===== src/rtl/edge_irq_pkg.sv =====
package edge_irq_pkg;
   localparam int CTL_W    = 8;
   localparam int IEN_BIT  = 0;
   localparam int EDGE_BIT = 1;
   localparam int WR_TOP   = 5;
   localparam int ZERO_BIT = 6;
   localparam int FLAG_BIT = 7;
endpackage


===== src/rtl/edge_irq_sync.sv =====
module edge_irq_sync #(
   parameter int STAGES = 2
) (
   input  logic clk,
   input  logic rst_n,
   input  logic async_in,
   input  logic rise_sel,
   output logic edge_hit
);
   logic [STAGES-1:0] chain;
   logic              prev_q;
   logic              sync_lvl;

   genvar gi;
   generate
      for (gi = 0; gi < STAGES; gi++) begin : g_stage
         if (gi == 0) begin : g_first
            always_ff @(posedge clk or negedge rst_n)
               if (!rst_n) chain[0] <= 1'b0;
               else        chain[0] <= async_in;
         end else begin : g_next
            always_ff @(posedge clk or negedge rst_n)
               if (!rst_n) chain[gi] <= 1'b0;
               else        chain[gi] <= chain[gi-1];
         end
      end
   endgenerate

   assign sync_lvl = chain[STAGES-1];

   always_ff @(posedge clk or negedge rst_n)
      if (!rst_n) prev_q <= 1'b0;
      else        prev_q <= sync_lvl;

   assign edge_hit = rise_sel ? (sync_lvl & ~prev_q) : (~sync_lvl & prev_q);
endmodule


===== src/rtl/edge_irq_flag.sv =====
module edge_irq_flag (
   input  logic clk,
   input  logic rst_n,
   input  logic set_hit,
   input  logic clr_req,
   input  logic ien,
   output logic flag_q,
   output logic irq_n
);
   logic req_q;

   always_ff @(posedge clk or negedge rst_n)
      if (!rst_n)       flag_q <= 1'b0;
      else if (set_hit) flag_q <= 1'b1;
      else if (clr_req) flag_q <= 1'b0;

   always_ff @(posedge clk or negedge rst_n)
      if (!rst_n) req_q <= 1'b0;
      else        req_q <= flag_q & ien;

   assign irq_n = ~req_q;
endmodule


===== src/rtl/edge_irq_regs.sv =====
module edge_irq_regs
   import edge_irq_pkg::*;
#(
   parameter int DATA_W    = 8,
   parameter int ADDR_W    = 2,
   parameter int DATA_ADDR = 0,
   parameter int CTRL_ADDR = 1
) (
   input  logic              clk,
   input  logic              rst_n,
   input  logic [ADDR_W-1:0] bus_addr,
   input  logic              bus_rd,
   input  logic              bus_wr,
   input  logic [DATA_W-1:0] bus_wdata,
   input  logic [DATA_W-1:0] port_in,
   input  logic              flag_q,
   output logic [DATA_W-1:0] bus_rdata,
   output logic              ien,
   output logic              rise_sel,
   output logic              clr_req
);
   localparam logic [ADDR_W-1:0] A_DATA = ADDR_W'(DATA_ADDR);
   localparam logic [ADDR_W-1:0] A_CTRL = ADDR_W'(CTRL_ADDR);

   logic [WR_TOP:0] ctl_q;
   logic [CTL_W-1:0] ctl_view;
   logic             hit_data;
   logic             hit_ctrl;

   assign hit_data = (bus_addr == A_DATA);
   assign hit_ctrl = (bus_addr == A_CTRL);

   always_ff @(posedge clk or negedge rst_n)
      if (!rst_n)                  ctl_q <= '0;
      else if (bus_wr && hit_ctrl) ctl_q <= bus_wdata[WR_TOP:0];

   always_comb begin
      ctl_view                = '0;
      ctl_view[WR_TOP:0]      = ctl_q;
      ctl_view[ZERO_BIT]      = 1'b0;
      ctl_view[FLAG_BIT]      = flag_q;
   end

   always_comb begin
      bus_rdata = '0;
      if (bus_rd && hit_data)      bus_rdata = port_in;
      else if (bus_rd && hit_ctrl) bus_rdata = DATA_W'(ctl_view);
   end

   assign ien      = ctl_q[IEN_BIT];
   assign rise_sel = ctl_q[EDGE_BIT];
   assign clr_req  = bus_rd && hit_data;
endmodule


===== src/rtl/edge_irq_port.sv =====
module edge_irq_port #(
   parameter int DATA_W      = 8,
   parameter int ADDR_W      = 2,
   parameter int DATA_ADDR   = 0,
   parameter int CTRL_ADDR   = 1,
   parameter int SYNC_STAGES = 2
) (
   input  logic              clk,
   input  logic              rst_n,
   input  logic [ADDR_W-1:0] bus_addr,
   input  logic              bus_rd,
   input  logic              bus_wr,
   input  logic [DATA_W-1:0] bus_wdata,
   output logic [DATA_W-1:0] bus_rdata,
   input  logic              evt_in,
   input  logic [DATA_W-1:0] port_in,
   output logic              irq_n
);
   generate
      if (SYNC_STAGES < 2) begin : g_bad_sync
         $error("SYNC_STAGES must be at least 2");
      end
      if (DATA_W < 8) begin : g_bad_width
         $error("DATA_W must hold the 8-bit control register");
      end
      if (DATA_ADDR == CTRL_ADDR || DATA_ADDR >= (1 << ADDR_W) || CTRL_ADDR >= (1 << ADDR_W)) begin : g_bad_map
         $error("register addresses must be distinct and fit ADDR_W");
      end
   endgenerate

   logic edge_hit;
   logic clr_req;
   logic ctl_ien;
   logic ctl_rise;
   logic flag_q;

   edge_irq_sync #(.STAGES(SYNC_STAGES)) i_sync (
      .clk(clk), .rst_n(rst_n), .async_in(evt_in),
      .rise_sel(ctl_rise), .edge_hit(edge_hit)
   );

   edge_irq_flag i_flag (
      .clk(clk), .rst_n(rst_n), .set_hit(edge_hit), .clr_req(clr_req),
      .ien(ctl_ien), .flag_q(flag_q), .irq_n(irq_n)
   );

   edge_irq_regs #(
      .DATA_W(DATA_W), .ADDR_W(ADDR_W),
      .DATA_ADDR(DATA_ADDR), .CTRL_ADDR(CTRL_ADDR)
   ) i_regs (
      .clk(clk), .rst_n(rst_n), .bus_addr(bus_addr), .bus_rd(bus_rd),
      .bus_wr(bus_wr), .bus_wdata(bus_wdata), .port_in(port_in),
      .flag_q(flag_q), .bus_rdata(bus_rdata), .ien(ctl_ien),
      .rise_sel(ctl_rise), .clr_req(clr_req)
   );
endmodule


===== config.mk =====
export PLATFORM = sky130hd
export DESIGN_NAME = edge_irq_port
export DESIGN_NICKNAME = d
export VERILOG_FILES = /design/src/rtl/edge_irq_pkg.sv /design/src/rtl/edge_irq_sync.sv /design/src/rtl/edge_irq_flag.sv /design/src/rtl/edge_irq_regs.sv /design/src/rtl/edge_irq_port.sv
export SDC_FILE = /design/constraint.sdc
export NUM_CORES = 1
export LEC_CHECK = 0
export BUFFER_PORTS_ARGS = -buffer_cell sky130_fd_sc_hd__buf_2
export CORE_MARGIN = 5
export CORE_UTILIZATION = 40
export CTS_CLUSTER_SIZE = 10
export DETAILED_ROUTE_END_ITERATION = 12
export GPL_TIMING_DRIVEN = 1
export PLACE_DENSITY = 0.75
export SETUP_SLACK_MARGIN = 0.5
export SYNTH_ARGS = -nofsm -noshare
export SYNTH_HDL_FRONTEND = slang
export SYNTH_HIERARCHICAL = 1
export SYNTH_SLANG_ARGS = --single-unit
export TNS_END_PERCENT = 1

===== constraint.sdc =====
create_clock -name clk -period 0.88 [get_ports clk]
set_input_delay 0.044 -clock clk [delete_from_list [all_inputs] [get_ports clk]]
set_output_delay 0.044 -clock clk [all_outputs]
set_load 0.005 [all_outputs]

==> flow_metrics.py <==
metrics = {
    "routing": {
        "ant_nets": 0,
        "drc": 0,
        "avgRoutedWirePerCell_um": 11.8,
        "vias": 446,
        "dr.pass1.iters": 3,
        "viasPerCell": 4.69,
        "drt_iter0_drc": 5,
        "wl_um": 1120,
    },
    "pwr": {
        "p_int_w": 0.000942,
        "vdd.ir_drop.worst_v": 0.00107,
        "switching_share_pct": 24.0,
        "power.density_nw_per_um2": 1640,
        "pwr-share-comb_pct": 24.0,
        "p_leak_nw": 0.417,
        "p_sw_w": 0.000297,
        "clock_power_share_pct": 25.9,
        "seq_power_share_pct": 50.1,
    },
    "cells_and_area": {
        "drive_gt1_share_pct": 57.5,
        "diodes": 0,
        "multi_input_area_sq_um": 245,
        "final_area_sq_um": 756,
        "syn2layout_area_growth_pct": 41.1,
        "register_area_sq_um": 275,
        "fillers": 114,
        "post-route-util_pct": 58.8,
        "nets": 104,
    },
    "sta": {
        "finalCritPeriodShare_pct": 118,
        "worst_pin_slew_ns": 0.234,
        "finalHoldViolations": 12,
        "fmax_mhz": 965,
        "finalMaxSlewViolations": 0,
        "skew_ns": 0.000937,
        "maxSlewHeadroom_pct": 84.4,
        "fin_ws_ns": -0.156,
        "finalCriticalPeriod_ns": 1.04,
        "whs_ns": -0.363,
        "rsz0062_at_grt": "yes",
        "setup_violations": 9,
    },
    "grt": {
        "track_usage_pct": 12.0,
        "grt_overflow": 0,
        "grt_max_degree": 12,
        "antenna_found_initial": 0,
        "grt_pass1_vias": 422,
        "grt_first_pass_wirelength_um": 1750,
    },
    "logic_synthesis": {
        "synthXorXnorAreaFrac_pct": 0,
        "synth_cells": 44,
        "netlist_area_sq_um": 536,
        "syn_avg_cell_area_sq_um": 12.2,
        "synth_fp_nets": 67,
        "ys.warnings.count": 6,
        "muxShareOfSynthArea_pct": 25.7,
        "synthDistinctLibCells": 14,
        "synthSimpleGateAreaFrac_pct": 15.7,
        "ys_ff_latch": 11,
        "synth_top_family_by_area": "multiplexers",
        "synth_compound_area_share_pct": 3.04,
        "synthAdderAreaFrac_pct": 0,
        "synth_seq_area_share_pct": 51.4,
    },
    "clocking": {
        "htreeDepth": 1,
        "cts_tree": "done",
        "clock-sinks": 11,
        "path_clk_slew_ns": 0.06,
        "clkLatencyLatePin_ns": 0.26,
        "cts_buffers": 3,
        "clk_path_buf_depth": 2,
        "cts-root-buf": "clkbuf_4",
    },
    "floorplan": {
        "dieHeight_um": 46.6,
        "initial_core_util_pct": 41.7,
        "num_rows": 13,
        "dieArea_sq_um": 2170,
        "core-area_sq_um": 1280,
        "num_io_pins": 32,
        "chipWidth_um": 46.6,
    },
    "placement": {
        "place_area_sq_um": 699,
        "io_buffers": 29,
        "dp_hpwl_um": 886,
        "routabilityCongestion": 0.767,
    },
    "worst_setup_path": {
        "cp_data_required_time_ns": 0.84,
        "cp-start-kind": "flip-flop",
        "end_kind": "output port",
        "cp_data_arrival_time_ns": 0.99,
        "cp_max_fo": 2,
        "crit_type": "flip-flop to output port",
    },
    "hold_path": {
        "hold_class": "input port to async pin",
    },
    "flow_run": {
        "drv_cap": 0,
    },
    "status": {
        "violations": "negative hold slack, negative setup slack",
        "outcome": "complete, but fails checks",
    },
}
## logic make-up (layout without fill, tap and decap cells)
kind of cell	Yosys count	after routing
mux	13	13
buf+inv	4	40
compound gates	2	2
flops	11	11
simple gates	14	14
## layer usage
metal / up-vias / share of wire (%) / global-route usage (%)
met3: 0 / 9.4 / 6.25
li1: 221 / - / -
met4: 0 / 0 / 1.70
met5: - / 0 / 0
met2: 17 / 54 / 22.8
met1: 208 / 36 / 11.4
## state kept, by name, summed over array words and instances (netlist names)
register         count
i_regs/ctl_q         6
i_flag/flag_q        1
i_sync/sync_lvl      1
i_sync/chain         1
i_sync/prev_q        1
i_flag/req_q         1
## area by class of cell
type	instances	area share, %
clock buffers	4	3.48
inverters	2	0.993
multi-input cells	29	32.5
flip-flops and latches	11	36.4
well taps	15	2.48
repair buffers	34	24.2
## synthesized netlist by cell type, drive strengths merged
| cell | instances | share of area [%] |
|---|---|---|
| o21ai | 1 | 1.6 |
| mux2 | 6 | 13 |
| dfrtp | 11 | 51 |
| inv | 2 | 1.4 |
| mux2i | 7 | 13 |
| buf | 1 | 2.1 |
| nor3b | 1 | 1.4 |
| and2 | 1 | 1.2 |
| a21o | 1 | 1.4 |
| nand2b | 2 | 2.3 |
| nand3b | 2 | 5.1 |
| clkbuf | 1 | 0.70 |
| nor2 | 8 | 5.6 |
## power groups by stage
stage                     clock [W]  combinational, W  sequential [W]
after floorplan                   0          0.000151        0.000625
after global placement            0          0.000239        0.000636
after detailed placement          0          0.000247        0.000641
after CTS                  0.000340          0.000301        0.000620
after global routing       0.000373          0.000335        0.000630
final                      0.000321          0.000297        0.000621
## worst max-delay path, stage by stage (launching register included)
cell	delay (ns)
dfrtp_1	0.39
mux2i_1	0.17
nor2_1	0.06
buf_2	0.12
## metrics by stage
stage / hold WS, ns / instances / TNS [ns] / setup slack (ns) / total power, W
final: -0.363 / 95 / -0.792 / -0.156 / 0.00124
after global routing: -0.367 / 95 / -1.47 / -0.250 / 0.00134
after CTS: -0.367 / 95 / -0.832 / -0.124 / 0.00126
after detailed placement: -0.0816 / 88 / 0 / 0.0488 / 0.000889
after global placement: -0.0772 / 88 / 0 / 0.0701 / 0.000875
after floorplan: -0.252 / 44 / 0 / 0.0934 / 0.000776
## what timing repair did
| action | CTS | global route |
|---|---|---|
| hold endpoints to repair | 12 | 12 |
| setup endpoints to repair | 19 | 19 |
| setup buffers | 3 | 0 |
| pin swaps | 0 | 0 |
| cloned | 0 | 0 |
| resized for setup | 2 | 0 |
## worst paths after layout
kind,from,end,slack (ns),depth (start not counted)
setup / recovery,i_regs/ctl_q[1],bus_rdata[1],-0.16,3
min in group clk,evt_in,i_sync/chain[0],-0.11,1
max in group asynchronous,rst_n,i_sync/chain[0],1.05,1
setup reg to reg,i_regs/ctl_q[1],i_flag/flag_q,-0.04,4
hold / removal,rst_n,i_sync/sync_lvl,-0.36,1
hold reg to reg,i_sync/chain[0],i_sync/sync_lvl,0.35,0
## cells in the final DEF, fill, tap and decap left out, types with 2 or more instances in the layout
cell | netlist | routed
nor2_1 | 8 | 8
clkbuf_4 | 0 | 3
inv_1 | 2 | 2
buf_4 | 0 | 5
dfrtp_1 | 11 | 11
buf_2 | 0 | 29
mux2i_1 | 7 | 7
mux2_2 | 6 | 6
(Power assumes the default switching activity.)
